`config.mk`:
```
export PLATFORM = sky130hd
export DESIGN_NAME = qsirq_regblk
export DESIGN_NICKNAME = d
export VERILOG_FILES = /design/src/rtl/qsirq_pkg.sv /design/src/rtl/qsirq_cfg_reg.sv /design/src/rtl/qsirq_err_reg.sv /design/src/rtl/qsirq_irq_vec.sv /design/src/rtl/qsirq_regblk.sv
export SDC_FILE = /design/constraint.sdc
export NUM_CORES = 1
export LEC_CHECK = 0
export ABC_AREA = 1
export ABC_CLOCK_PERIOD_IN_PS = 1750
export BUFFER_PORTS_ARGS = -buffer_cell sky130_fd_sc_hd__buf_2
export CAP_MARGIN = 20
export CORE_AREA = 3 3 67 69
export DETAILED_ROUTE_END_ITERATION = 12
export DIE_AREA = 0 0 70 72
export GPL_TIMING_DRIVEN = 0
export PLACE_DENSITY = 0.84
export SYNTH_ARGS = -nofsm -noshare
export SYNTH_HDL_FRONTEND = slang
export SYNTH_SLANG_ARGS = --single-unit
```
`constraint.sdc`:
```
create_clock -name clk -period 1.75 [get_ports clk]
set_clock_uncertainty 0.05 [all_clocks]
set_input_delay 0.175 -clock clk [delete_from_list [all_inputs] [get_ports clk]]
set_output_delay 0.175 -clock clk [all_outputs]
set_load 0.01 [all_outputs]
```
`src/rtl/qsirq_pkg.sv`:
```
package qsirq_pkg;

    localparam int unsigned DW = 32;

    // word indices (byte offset >> 2)
    localparam int unsigned IDX_CFG = 0;
    localparam int unsigned IDX_ERR = 1;
    localparam int unsigned IDX_CMD = 2;
    localparam int unsigned IDX_MSK = 3;

    // command/status and enable word positions
    localparam int unsigned RSP_LSB  = 16;
    localparam int unsigned REQ_LSB  = 8;
    localparam int unsigned CMD_SAE  = 7;
    localparam int unsigned CMD_PEND = 3;
    localparam int unsigned CMD_NONQ = 2;
    localparam int unsigned CMD_IDLE = 1;
    localparam int unsigned CMD_SRST = 0;

    // error word
    localparam int unsigned NERR      = 3;
    localparam int unsigned ERR_PAR   = 0;
    localparam int unsigned ERR_UNSUP = 1;
    localparam int unsigned ERR_ALIGN = 2;

    localparam int unsigned CFG_W = 6;

    typedef struct packed {
        logic       par_test;
        logic       par_check;
        logic       enh_mode;
        logic [2:0] burst;
    } cfg_t;

    function automatic logic burst_ok(input logic [2:0] code);
        return (code == 3'd0) || (code == 3'd4) || (code == 3'd5) || (code == 3'd6);
    endfunction

endpackage

```
`src/rtl/qsirq_cfg_reg.sv`:
```
module qsirq_cfg_reg
    import qsirq_pkg::*;
(
    input  logic             clk,
    input  logic             rst_n,
    input  logic             wr_en,
    input  logic [CFG_W-1:0] wdata,
    output cfg_t             cfg
);

    cfg_t cfg_d, cfg_q;
    cfg_t wr_view;

    always_comb begin
        wr_view = cfg_t'(wdata);
        cfg_d   = cfg_q;
        if (wr_en) begin
            cfg_d.par_test  = wr_view.par_test;
            cfg_d.par_check = wr_view.par_check;
            cfg_d.enh_mode  = wr_view.enh_mode;
            if (burst_ok(wr_view.burst)) begin
                cfg_d.burst = wr_view.burst;
            end
        end
    end

    always_ff @(posedge clk or negedge rst_n) begin
        if (!rst_n) begin
            cfg_q <= '0;
        end else begin
            cfg_q <= cfg_d;
        end
    end

    assign cfg = cfg_q;

endmodule

```
`src/rtl/qsirq_err_reg.sv`:
```
module qsirq_err_reg
    import qsirq_pkg::*;
(
    input  logic            clk,
    input  logic            rst_n,
    input  logic            clr_all,
    input  logic [NERR-1:0] set_stb,
    input  logic            w1c_en,
    input  logic [NERR-1:0] w1c_bits,
    output logic [NERR-1:0] err
);

    logic [NERR-1:0] err_d, err_q;

    always_comb begin
        err_d = err_q;
        for (int i = 0; i < NERR; i++) begin
            if (clr_all) begin
                err_d[i] = 1'b0;
            end else if (set_stb[i]) begin
                err_d[i] = 1'b1;
            end else if (w1c_en && w1c_bits[i]) begin
                err_d[i] = 1'b0;
            end
        end
    end

    always_ff @(posedge clk or negedge rst_n) begin
        if (!rst_n) begin
            err_q <= '0;
        end else begin
            err_q <= err_d;
        end
    end

    assign err = err_q;

endmodule

```
`src/rtl/qsirq_irq_vec.sv`:
```
module qsirq_irq_vec #(
    parameter int unsigned NQ = 4
) (
    input  logic [NQ-1:0] rsp_stat,
    input  logic [NQ-1:0] rsp_msk,
    input  logic [NQ-1:0] req_stat,
    input  logic [NQ-1:0] req_msk,
    input  logic          err_any,
    input  logic          err_msk,
    input  logic          nonq,
    input  logic          nonq_msk,
    output logic          irq_any
);

    logic [NQ-1:0] rsp_hit;
    logic [NQ-1:0] req_hit;

    for (genvar q = 0; q < NQ; q++) begin : g_queue
        assign rsp_hit[q] = rsp_stat[q] & rsp_msk[q];
        assign req_hit[q] = ~req_stat[q] & req_msk[q];
    end

    assign irq_any = (|rsp_hit) | (|req_hit) | (err_any & err_msk) | (nonq & nonq_msk);

endmodule

```
`src/rtl/qsirq_regblk.sv`:
```
module qsirq_regblk
    import qsirq_pkg::*;
#(
    parameter int unsigned ADDR_W = 4,
    parameter int unsigned NQ     = 4
) (
    input  logic              clk,
    input  logic              rst_n,
    input  logic              reg_wr,
    input  logic              reg_rd,
    input  logic [ADDR_W-1:0] reg_addr,
    input  logic [31:0]       reg_wdata,
    output logic [31:0]       reg_rdata,
    output logic              reg_rvalid,
    input  logic [NQ-1:0]     rspq_stat,
    input  logic [NQ-1:0]     reqq_stat,
    input  logic              nonq_stat,
    input  logic              idle_stat,
    input  logic              err_align,
    input  logic              err_unsup,
    input  logic              err_parity,
    output logic              irq,
    output logic              soft_rst_pulse,
    output logic [2:0]        cfg_burst,
    output logic              cfg_enh_mode,
    output logic              cfg_par_check,
    output logic              cfg_par_test
);

    localparam int unsigned   WIDX_W  = ADDR_W - 2;
    localparam logic [DW-1:0] QONES   = DW'((33'd1 << NQ) - 33'd1);
    localparam logic [DW-1:0] MASK_WR = (QONES << RSP_LSB) | (QONES << REQ_LSB)
                                      | (DW'(1) << CMD_SAE) | (DW'(1) << CMD_NONQ);

    typedef struct packed {
        logic [DW-1:0] mask;
        logic          srst;
        logic          irq;
        logic [DW-1:0] rdata;
        logic          rvalid;
    } blk_st_t;

    blk_st_t s_d, s_q;

    // address decode
    logic              aligned;
    logic [WIDX_W-1:0] widx;
    logic              hit_cfg, hit_err, hit_cmd, hit_msk;

    assign aligned = (reg_addr[1:0] == 2'b00);
    assign widx    = reg_addr[ADDR_W-1:2];
    assign hit_cfg = aligned && (widx == WIDX_W'(IDX_CFG));
    assign hit_err = aligned && (widx == WIDX_W'(IDX_ERR));
    assign hit_cmd = aligned && (widx == WIDX_W'(IDX_CMD));
    assign hit_msk = aligned && (widx == WIDX_W'(IDX_MSK));

    // configuration word
    cfg_t cfg;

    qsirq_cfg_reg u_cfg (
        .clk   (clk),
        .rst_n (rst_n),
        .wr_en (reg_wr && hit_cfg),
        .wdata (reg_wdata[CFG_W-1:0]),
        .cfg   (cfg)
    );

    // sticky errors
    logic [NERR-1:0] err_bits;
    logic [NERR-1:0] err_set;

    always_comb begin
        err_set            = '0;
        err_set[ERR_PAR]   = err_parity;
        err_set[ERR_UNSUP] = err_unsup;
        err_set[ERR_ALIGN] = err_align;
    end

    qsirq_err_reg u_err (
        .clk      (clk),
        .rst_n    (rst_n),
        .clr_all  (s_q.srst),
        .set_stb  (err_set),
        .w1c_en   (reg_wr && hit_err),
        .w1c_bits (reg_wdata[NERR-1:0]),
        .err      (err_bits)
    );

    // interrupt combine
    logic irq_any;

    qsirq_irq_vec #(.NQ(NQ)) u_irq (
        .rsp_stat (rspq_stat),
        .rsp_msk  (s_q.mask[RSP_LSB +: NQ]),
        .req_stat (reqq_stat),
        .req_msk  (s_q.mask[REQ_LSB +: NQ]),
        .err_any  (|err_bits),
        .err_msk  (s_q.mask[CMD_SAE]),
        .nonq     (nonq_stat),
        .nonq_msk (s_q.mask[CMD_NONQ]),
        .irq_any  (irq_any)
    );

    // read mux
    logic [DW-1:0] cmd_word;
    logic [DW-1:0] rd_mux;

    always_comb begin
        cmd_word                 = '0;
        cmd_word[RSP_LSB +: NQ]  = rspq_stat;
        cmd_word[REQ_LSB +: NQ]  = reqq_stat;
        cmd_word[CMD_SAE]        = |err_bits;
        cmd_word[CMD_PEND]       = s_q.irq;
        cmd_word[CMD_NONQ]       = nonq_stat;
        cmd_word[CMD_IDLE]       = idle_stat;

        rd_mux = '0;
        if (hit_cfg) begin
            rd_mux = DW'(cfg);
        end else if (hit_err) begin
            rd_mux = DW'(err_bits);
        end else if (hit_cmd) begin
            rd_mux = cmd_word;
        end else if (hit_msk) begin
            rd_mux = s_q.mask;
        end
    end

    // next state
    always_comb begin
        s_d        = s_q;
        s_d.rvalid = reg_rd;
        if (reg_rd) begin
            s_d.rdata = rd_mux;
        end
        s_d.srst = reg_wr && hit_cmd && reg_wdata[CMD_SRST] && !s_q.srst;
        if (reg_wr && hit_msk) begin
            s_d.mask = reg_wdata & MASK_WR;
        end
        if (s_q.srst) begin
            s_d.mask = '0;
        end
        s_d.irq = irq_any;
    end

    always_ff @(posedge clk or negedge rst_n) begin
        if (!rst_n) begin
            s_q <= '0;
        end else begin
            s_q <= s_d;
        end
    end

    // view of the enable word for the bound checker
    logic [DW-1:0] mask_cur;
    assign mask_cur = s_q.mask;

    assign reg_rdata      = s_q.rdata;
    assign reg_rvalid     = s_q.rvalid;
    assign irq            = s_q.irq;
    assign soft_rst_pulse = s_q.srst;
    assign cfg_burst      = cfg.burst;
    assign cfg_enh_mode   = cfg.enh_mode;
    assign cfg_par_check  = cfg.par_check;
    assign cfg_par_test   = cfg.par_test;

endmodule

```
* After elaboration in Yosys (flattened, before gate mapping) *
Index checks and enable logic that the tools add are counted.

storage, ports and cells
  word-level logic and storage cells = 78
  input bits = 53
  bits in registers = 76

operators by class
  mux-type cells = 15
  bitwise operators = 17
  eq/ne operators = 6
  reduce and logical (&&, ||, !) cells = 28

operators with widths
  operator                                                         number
  32-bit 2-to-1 mux                                                6
  1-bit logical AND                                                13
  1-bit AND                                                        10
  3-bit == test, second input constant                             3
  1-bit 2-to-1 mux                                                 9
  3-bit nonzero test                                               3
  4-bit OR reduction                                               2
  2-bit == test, second input constant                             2
  2-bit logical NOT                                                2
  1-bit NOT                                                        4
  3-bit logical NOT                                                1
  1-bit logical OR                                                 3
  1-bit bitwise OR                                                 3
  3-bit OR reduction                                               1
  2-bit by 1-bit == test with 1-bit output, second input constant  1
  2-bit AND reduction                                              1
  2-bit nonzero test                                               1
  1-bit logical NOT                                                1

* Logic depth before layout (Yosys ltp) *
Gate-level depths: netlist (run 1).

  depth in word-level cells = 7
  mapped depth = 7
  gate-level depth less buffers = 7

* Modules after synthesis *
Synthesis (run 1) repeated with hierarchy kept, for this count alone.

unflattened totals
  cells, all modules = 268
  area total of the unflattened synthesis = 2,016.9 sq um

modules (own cells, without submodules)
  module         cells an instance  instances  sequential area each (sq um)  area an instance (sq um)
  qsirq_regblk   200                1          700.7                         1,502.7
  qsirq_cfg_reg  30                 1          150.1                         294.0
  qsirq_err_reg  15                 1          75.1                          127.6
  qsirq_irq_vec  23                 1          0.0                           92.6

* Worst setup path after synthesis (run 1) *
No wires, ideal clock.

  path type = reg-to-reg
  from = register s_q, in the netlist soft_rst_pulse
  to = register s_q, in the netlist mask_cur[10]
  library setup time = 65 ps
  period minus slack after synthesis = 1,092 ps
  slack = 658 ps
  stages on the path, launching flop included = 5
  data arrival time = 977 ps
  buffers on the path = 1
  path through = dfrtp_1 > inv_2 > clkbuf_1 > nand3_1 > nand2_1

on the way
  cells in the longest elaborated chain, start to end = 1
  elaborated cells between the ends (all ways) = 2
  those cells by class = mux (1); reduce/logical (1)

ends and longest elaborated chain
  item                                                     RTL line             RTL
  from (decl)                                              qsirq_regblk.sv:43   blk_st_t s_d, s_q;
  from (signal assigned)                                   qsirq_regblk.sv:148  s_q <= '0;
  from (signal assigned)                                   qsirq_regblk.sv:150  s_q <= s_d;
  32-bit 2-to-1 mux or 2-bit nonzero test (tied branches)  --

Several ways; a longest one is shown, not always the timed one.
A chain may end at the register's enable or synchronous reset.

==> results of run 1 <==
## Yosys cell counts, drive strengths merged
cell type / instances
nor4: 1
a21oi: 1
o211ai: 1
a31oi: 2
dfrtp: 37
conb: 1
o21ai: 13
buf: 24
nand2: 94
nand4: 3
nand3: 44
inv: 15
clkbuf: 2
nor2: 13
nor3: 1
## worst max-delay path, stage by stage
cell and delay, ns:
dlygate4sd3_1 0.53, buf_2 0.12, buf_2 0.16, inv_2 0.09, clkbuf_1 0.32, nand2_1 0.11, nand2_1 0.09
## registers in the layout, summed over array words and instances, names as in the netlist
name and cells:
u_cfg.cfg 6, reg_rvalid 1, mask_cur 10, reg_rdata 15, soft_rst_pulse 1, u_err.err 3, irq 1
## metal layers
metal / vias to the layer above / global-route usage / wire length [µm]
met1: 804 / 0.234 / 1920
met5: - / 0 / 0
met4: 0 / 0.0787 / 67
li1: 947 / - / -
met3: 8 / 0.0512 / 316
met2: 71 / 0.321 / 2120
## logic make-up (layout without fill, tap and decap cells)
family	count (synthesis)	in the layout
AO/OA/AOI/OAI	17	17
flip-flops	37	37
buffers and inverters	41	110
other	1	17
AND/OR/NAND/NOR	156	156
## area by class of cell
| type | instances | area [µm²] | share of cell area |
|---|---|---|---|
| plain buffers | 26 | 176 | 0.0699 |
| repair buffers | 61 | 315 | 0.125 |
| clock buffers | 7 | 86.3 | 0.0342 |
| inverters | 15 | 56.3 | 0.0223 |
| flip-flops and latches | 37 | 926 | 0.367 |
| clock inverters | 1 | 30.0 | 0.0119 |
| multi-input cells | 190 | 870 | 0.345 |
| well taps | 50 | 62.6 | 0.0248 |
## power groups by stage
| stage | Sequential, mW | Clock (mW) | Combinational (mW) |
|---|---|---|---|
| 2_1_floorplan | 1.07 | 0 | 0.236 |
| 3_3_place_gp | 1.06 | 0 | 0.412 |
| 3_5_place_dp | 1.07 | 0 | 0.423 |
| 4_1_cts | 1.05 | 0.773 | 0.429 |
| 5_1_grt | 1.07 | 0.806 | 0.486 |
| 6_report | 1.05 | 0.749 | 0.425 |
## worst max path at each step
stage / from / endpoint / slack (ns) / depth (start not counted)
floorplan: soft_rst_pulse / mask_cur[10] / 0.66 / 4
global placement: reg_addr[2] / u_cfg.cfg[0] / 0.54 / 7
detailed placement: reg_addr[2] / u_cfg.cfg[1] / 0.50 / 7
CTS: reg_rd / reg_rdata[10] / 0.32 / 7
global route: reg_rd / reg_rdata[19] / 0.20 / 7
finish: reg_rd / reg_rdata[10] / 0.32 / 7
## stage by stage
stage	setup WS, ns	power (mW)	util
after floorplan	0.658	1.31	-
after global placement	0.543	1.48	0.601
after detailed placement	0.502	1.49	0.601
after CTS	0.317	2.25	0.635
after global routing	0.200	2.36	0.635
final	0.324	2.23	0.635
## repair_timing
action                                  CTS  global route
endpoints found under the hold margin    38             0
hold buffers                              2             0
endpoints found under the setup margin    0             0
==> metrics.cfg, run 1 <==
[global_route]
largest_net_degree_at_the_start_of_global_routing=38
grt_overflow_total=0
initial_antenna_violation_count=0
track_usage=0.191
first_global_vias=1759
first_pass_grt_wire_length_mm=7.81

[routing]
antenna_nets_post_route=0
drc_violations_left=0
dr_vias_cell=4.73
initialDrtViolationCount=113
drtPass1Iterations=4
drt-wirelength-per-cell_um=11.4
wirelength_mm=4.42
dr_total_vias=1830

[critical_path]
reg2reg_setup_slack_ns=0.51
worst-r2r-cell-count=4
end_kind=register
timing.critical_path.from_type=primary input
r2r_end=mask_cur[16]
worstReg2RegStart=soft_rst_pulse
path_class=in -> reg
critical_path.max_fanout=10
crit_required_ns=1.92
worst-endpoint-arrival_ns=1.60

[clocking]
root_buffer=clkbuf_8
clock_tree_from_tritoncts=yes
cts-buffers-inserted=5
number_of_buffers_on_the_longest_clock_path=2
cts_htree_levels=2
ctsResizeCount=0
cts_setup_buffers=0
clk_pin_slew_worst_paths_ns=0.07
worst_skew_pair.late_latency_ns=0.29
cts_num_sinks=37

[sta]
fmax_ghz=0.701
rsz0062_at_grt=false
finalCritPeriodShare=0.815
worstMarginPinSlew_ns=0.818
final_max_slew_viol_count=0
totalNegativeSetupSlack_ns=0
report.final.setup_viol=0
finalWorstPathRequiredPeriod_ns=1.43
fin_worst_hold_slack_ns=0.0340
slew-limit-headroom=0.455
hold_violations=0

[place]
placed_cell_area_um2=2390
numPlacedInstances=377
place_congestion=0.896
hpwlAfterDp_mm=3.43
portBuffers=59

[power_and_ir_drop]
power.ir.vdd_worst_uv=476
cellInternalPower_mw=1.61
combPwrFrac=0.191
power_density_nw_per_um2=884
switching_power_uw=616
switching_fraction=0.276
power.sequential.fraction=0.473
share_clk_of_total_power=0.336
cellLeakagePower_nw=1.47

[synthesis]
syn-cell-area_um2=1970
post_synth_mux_area_share=0
post-synth-top-area-fraction=0.470
yosys.area_share.adder=0
yosys_warnings=0
ys_seq_elements=37
synth_compound_gate_area_share=0.0496
yosysSeqAreaShare=0.470
post_synth_num_cell_types=25
postSynthAreaPerCell_um2=7.81
synth_xor_area_frac=0
synthDominantAreaCellType=dfrtp_1
synth_area_leaders=dfrtp_1, nand2_1, nand3_1
post_synth_and_or_nand_nor_area_fraction=0.360
post_synthesis_instance_total=252
synth_top_family_by_area=simple AND/OR/NAND/NOR gates

[finish]
layout.cells.most_common_list=nand2_1, buf_2, nand3_1, dfrtp_1, buf_4
n_antenna_cell=0
fin_area_um2=2520
final_common_cell=nand2_1
num-nets-final=389
count_of_fill_cells_added_during_filler_insertion=364
syn_to_final_growth_pct=28.2
stdcell_count=387
drive_gt1_frac=0.315

[floorplan]
floorplan.die_area_um2=5040
initial_core_util=0.496
ioPinCount=94
core_area_um2=3970
core.rowCount=23
fp.dieW_um=70
floorplan.die.height_um=72

[worst_hold_path]
min_delay_worst_endpoint=u_cfg.cfg[4]
worstHoldStart=reg_wdata[4]
number_of_instances_on_the_worst_hold_path=3
hold_class=in -> reg

[run]
max_cap_check_violation_count=0

[status]
status=finished, final reports clean

Power figures use the tool's default switching activity.
==> inputs of run 2 (changes only) <==
--- a/config.mk
+++ b/config.mk
@@ -6,14 +6,14 @@
 export NUM_CORES = 1
 export LEC_CHECK = 0
 export ABC_AREA = 1
-export ABC_CLOCK_PERIOD_IN_PS = 1750
+export ABC_CLOCK_PERIOD_IN_PS = 1400
 export BUFFER_PORTS_ARGS = -buffer_cell sky130_fd_sc_hd__buf_2
 export CAP_MARGIN = 20
-export CORE_AREA = 3 3 67 69
+export CORE_AREA = 3 3 70 72
 export DETAILED_ROUTE_END_ITERATION = 12
-export DIE_AREA = 0 0 70 72
+export DIE_AREA = 0 0 73 75
 export GPL_TIMING_DRIVEN = 0
-export PLACE_DENSITY = 0.84
+export PLACE_DENSITY = 0.77
 export SYNTH_ARGS = -nofsm -noshare
 export SYNTH_HDL_FRONTEND = slang
 export SYNTH_SLANG_ARGS = --single-unit
==> constraint.sdc (replaced) <==
create_clock -name clk -period 1.4 [get_ports clk]
set_clock_uncertainty 0.05 [all_clocks]
set_input_delay 0.14 -clock clk [delete_from_list [all_inputs] [get_ports clk]]
set_output_delay 0.14 -clock clk [all_outputs]
set_load 0.01 [all_outputs]
==> run 2 against run 1 <==
Worst hold slack lost 0.028 ns. Wire length grew 3.8%. Design area down 1.8%. First-iteration DRC count grew 21%. Highest routed layer unchanged.
==> metrics.cfg, run 2 (synthesized netlist as in run 1, its figures left out) <==
[critical_path]
crit_required_ns=1.52
worst-endpoint-arrival_ns=1.38
critical_path.max_fanout=18
end_kind=register
worstReg2RegStart=soft_rst_pulse
timing.critical_path.from_type=primary input
start_point_of_the_critical_path=reg_rd
path_class=in -> reg

[sta]
final_max_slew_viol_count=0
slew-limit-headroom=0.445
worstMarginPinSlew_ns=0.832
hold_violations=0
finalCritPeriodShare=0.897
totalNegativeSetupSlack_ns=0
fmax_ghz=0.797
rsz0062_at_grt=false
report.final.setup_viol=0
finalWorstPathRequiredPeriod_ns=1.26

[clocking]
cts_num_sinks=37
number_of_buffers_on_the_longest_clock_path=2
worst_skew_pair.late_latency_ns=0.29
root_buffer=clkbuf_8
cts-buffers-inserted=5
clk_pin_slew_worst_paths_ns=0.06
cts_htree_levels=2
ctsResizeCount=0
clock_tree_from_tritoncts=yes

[global_route]
grt_overflow_total=0
initial_antenna_violation_count=0
track_usage=0.180
first_pass_grt_wire_length_mm=7.51
first_global_vias=1655
largest_net_degree_at_the_start_of_global_routing=38

[power_and_ir_drop]
total_power_mw=2.55
cellLeakagePower_nw=1.45
power_density_nw_per_um2=1030
power.ir.vdd_worst_uv=377

[place]
hpwlAfterDp_mm=3.54
placed_cell_area_um2=2390
numPlacedInstances=379
place_congestion=0.865
portBuffers=59

[floorplan]
floorplan.die.height_um=75
floorplan.die_area_um2=5480
core_area_um2=4350
fp.dieW_um=73
ioPinCount=94
core.rowCount=24
initial_core_util=0.452

[finish]
syn_to_final_growth_pct=25.9
postLayoutCoreUtil=0.569
stdcell_count=386
num-nets-final=386
layout.cells.most_common_list=nand2_1, buf_2, nand3_1, dfrtp_1, buf_4
count_of_fill_cells_added_during_filler_insertion=423
n_antenna_cell=0
drive_gt1_frac=0.311
final_common_cell=nand2_1
largest_register_ff_count=15
fin_area_um2=2480

[status]
status=finished, final reports clean

[routing]
drc_violations_left=0
drt-wirelength-per-cell_um=11.9
dr_vias_cell=4.69
dr_total_vias=1810
initialDrtViolationCount=137
antenna_nets_post_route=0
wirelength_mm=4.59
drtPass1Iterations=4

[worst_hold_path]
hold_class=in -> reg
worstHoldStart=reg_wdata[5]

[run]
max_cap_check_violation_count=0

-- run 2: changes by cell type in the layout (fill, tap and decap cells not counted) --
cell / previous run / this run
buf_1: 1 / 0
bufinv_16: 1 / 0
clkbuf_8: 6 / 5
-- run 2: worst paths after layout --
kind,to,slack (ns),depth (start not counted)
max,reg_rdata[5],0.14,6
min,u_cfg.cfg[5],0.006,3
max reg2reg,mask_cur[2],0.17,5
min reg2reg,reg_rdata[9],0.42,2
max in group asynchronous,reg_rvalid,0.33,2
min in group asynchronous,u_cfg.cfg[2],0.45,2
-- run 2: what timing repair did --
action / CTS / global route
setup endpoints to repair: 0 / 13
hold buffers: 2 / 0
endpoints found under the hold margin: 38 / 0
setup buffers: 0 / 0
-- run 2: critical path, cell delays in order --
cell	delay (ns)
dlygate4sd3_1	0.52
buf_2	0.11
buf_2	0.28
inv_2	0.17
nand2_1	0.10
o21ai_1	0.06
-- run 2: layer usage --
metal  global-route usage  share of wire  up-vias
li1                     -              -      939
met1                0.225           0.42      796
met2                0.300           0.49       69
met3               0.0494          0.076        6
met4               0.0594          0.012        0
met5                    0              0        -
-- run 2: layout make-up --
cell class | instances | area, µm² | share of cell area
plain buffers | 23 | 165 | 0.0667
multi-input cells | 190 | 870 | 0.351
repair buffers | 61 | 315 | 0.127
clock buffers | 8 | 80.1 | 0.0323
well taps | 52 | 65.1 | 0.0263
flip-flops and latches | 37 | 926 | 0.374
inverters | 15 | 56.3 | 0.0227
-- run 2: metrics by stage --
step / hold slack [ns] / setup WS [ns]
finish: 0.00637 / 0.145
detailed placement: 0.216 / 0.173
global route: 0.0148 / 0.0280
CTS: 0.00217 / 0.0122
global placement: 0.214 / 0.185
floorplan: -0.206 / 0.308
-- run 2: report_power, final --
part	switching, mW	internal [mW]	total (mW)
Combinational	0.303	0.225	0.529
Clock	0.348	0.353	0.701
Sequential	0.108	1.21	1.32
==> inputs of run 3 (changes only) <==
--- a/config.mk
+++ b/config.mk
@@ -14,6 +14,7 @@
 export DIE_AREA = 0 0 73 75
 export GPL_TIMING_DRIVEN = 0
 export PLACE_DENSITY = 0.77
+export REMOVE_ABC_BUFFERS = 1
 export SYNTH_ARGS = -nofsm -noshare
 export SYNTH_HDL_FRONTEND = slang
 export SYNTH_SLANG_ARGS = --single-unit
==> run 3 against run 2 <==
The run now ends with negative hold slack left. Wire length is 0.52% lower. Core utilization fell by 3.6 points. Register-to-register slack lost 0.04 ns. Critical path depth is 1 lower. Non-clock buffer count decreased by 23. Critical path type is now reg -> reg. Critical endpoint is now mask_cur[11]. Largest power group unchanged.
==> metrics.cfg, run 3 (synthesized netlist as in run 1, its figures left out) <==
[worst_hold_path]
number_of_instances_on_the_worst_hold_path=3
hold_class=in -> reg

[routing]
drtPass1Iterations=6
wirelength_mm=4.57
antenna_nets_post_route=0
initialDrtViolationCount=107
dr_total_vias=1773
drt-wirelength-per-cell_um=12.5
dr_vias_cell=4.87
drc_violations_left=0

[clocking]
number_of_buffers_on_the_longest_clock_path=2
cts_htree_levels=2
cts_num_sinks=37
clock_tree_from_tritoncts=yes
clk_pin_slew_worst_paths_ns=0.07
root_buffer=clkbuf_8
cts-buffers-inserted=5
worst_skew_pair.late_latency_ns=0.29

[sta]
report.final.setup_viol=0
finalCritPeriodShare=0.906
finalWorstPathRequiredPeriod_ns=1.27
worstMarginPinSlew_ns=0.824
rsz0062_at_grt=false
slew-limit-headroom=0.451
fin_worst_hold_slack_ns=-0.00117
final_max_slew_viol_count=0
fmax_ghz=0.789
hold_violations=1

[floorplan]
ioPinCount=94
fp.dieW_um=73
core.rowCount=24
floorplan.die.height_um=75
initial_core_util=0.452
floorplan.die_area_um2=5480
core_area_um2=4350

[global_route]
initial_antenna_violation_count=0
first_global_vias=1572
grt_overflow_total=0
first_pass_grt_wire_length_mm=7.00
track_usage=0.166
largest_net_degree_at_the_start_of_global_routing=38

[finish]
layout.cells.most_common_list=nand2_1, buf_2, nand3_1, dfrtp_1, conb_1
count_of_fill_cells_added_during_filler_insertion=420
final_common_cell=nand2_1
num-nets-final=364
drive_gt1_frac=0.263
n_antenna_cell=0
syn_to_final_growth_pct=17.9
seqCellArea_um2=926
multi_input_area_um2=876
largest_register_ff_count=15
fin_area_um2=2320

[place]
hpwlAfterDp_mm=3.26
placed_cell_area_um2=2210
place_congestion=0.740
portBuffers=59

[critical_path]
end_kind=register
critical_path.max_fanout=14
crit_required_ns=1.58
timing.critical_path.from_type=register
worst-r2r-cell-count=5
worst-endpoint-arrival_ns=1.44
path_class=reg -> reg

[status]
violated_checks=negative hold slack
status=finished with violations

[power_and_ir_drop]
power.ir.vdd_worst_uv=649
cellInternalPower_mw=1.75
power_density_nw_per_um2=1080
switching_power_uw=759
cellLeakagePower_nw=1.33
share_clk_of_total_power=0.282
power.sequential.fraction=0.523
switching_fraction=0.302
combPwrFrac=0.194

[run]
max_cap_check_violation_count=0

## run 3: critical path, stage by stage, from the launching register on
cell,delay [ns]
dfrtp_1,0.46
inv_4,0.17
nand2_2,0.18
inv_2,0.19
nand2_1,0.08
nand2_1,0.07
## run 3: cell type report
class                      instances  share of cell area
clock buffer                       8              0.0345
tap                               52              0.0280
multi-input combinational        191               0.377
sequential                        37               0.399
inverter                          15              0.0253
timing repair buffer              61               0.136
## run 3: worst paths after layout
kind	to	slack, ns	from
max	mask_cur[11]	0.13	soft_rst_pulse
min	u_cfg.cfg[4]	-0.001	reg_wdata[4]
max reg2reg	mask_cur[11]	0.13	soft_rst_pulse
min reg2reg	reg_rdata[9]	0.42	reg_rdata[9]
max in group asynchronous	reg_rdata[8]	0.33	rst_n
min in group asynchronous	u_err.err[1]	0.45	rst_n
## run 3: per-layer routing
layer  part of all wire  track usage  vias up
met5                  0            0        -
met4              0.019       0.0615        0
met3              0.062       0.0427       10
met2               0.49        0.280       53
met1               0.43        0.206      811
li1                   -            -      899
## run 3: power by group through the flow
stage | clock, mW | sequential [mW] | combinational (mW)
4_1_cts | 0.715 | 1.31 | 0.488
6_report | 0.708 | 1.31 | 0.488
5_1_grt | 0.754 | 1.33 | 0.553
2_1_floorplan | 0 | 1.34 | 0.244
3_5_place_dp | 0 | 1.33 | 0.482
3_3_place_gp | 0 | 1.33 | 0.469
## run 3: repair_timing
action,in CTS,in global routing
resized for setup,0,1
setup endpoints to repair,0,9
buffers inserted,0,0
hold buffers,2,0
endpoints found under the hold margin,38,0
## run 3: through the flow
stage                     worst slack [ns]  utilization  instances  TNS (ns)  total power [mW]
final                                0.132        0.533        364         0              2.51
after detailed placement            -0.268        0.508        353     -3.15              1.81
after global placement              -0.229        0.508        353     -2.78              1.80
after global routing                0.0414        0.533        364         0              2.64
after floorplan                      0.136            -        242         0              1.59
after CTS                           0.0448        0.531        363         0              2.51
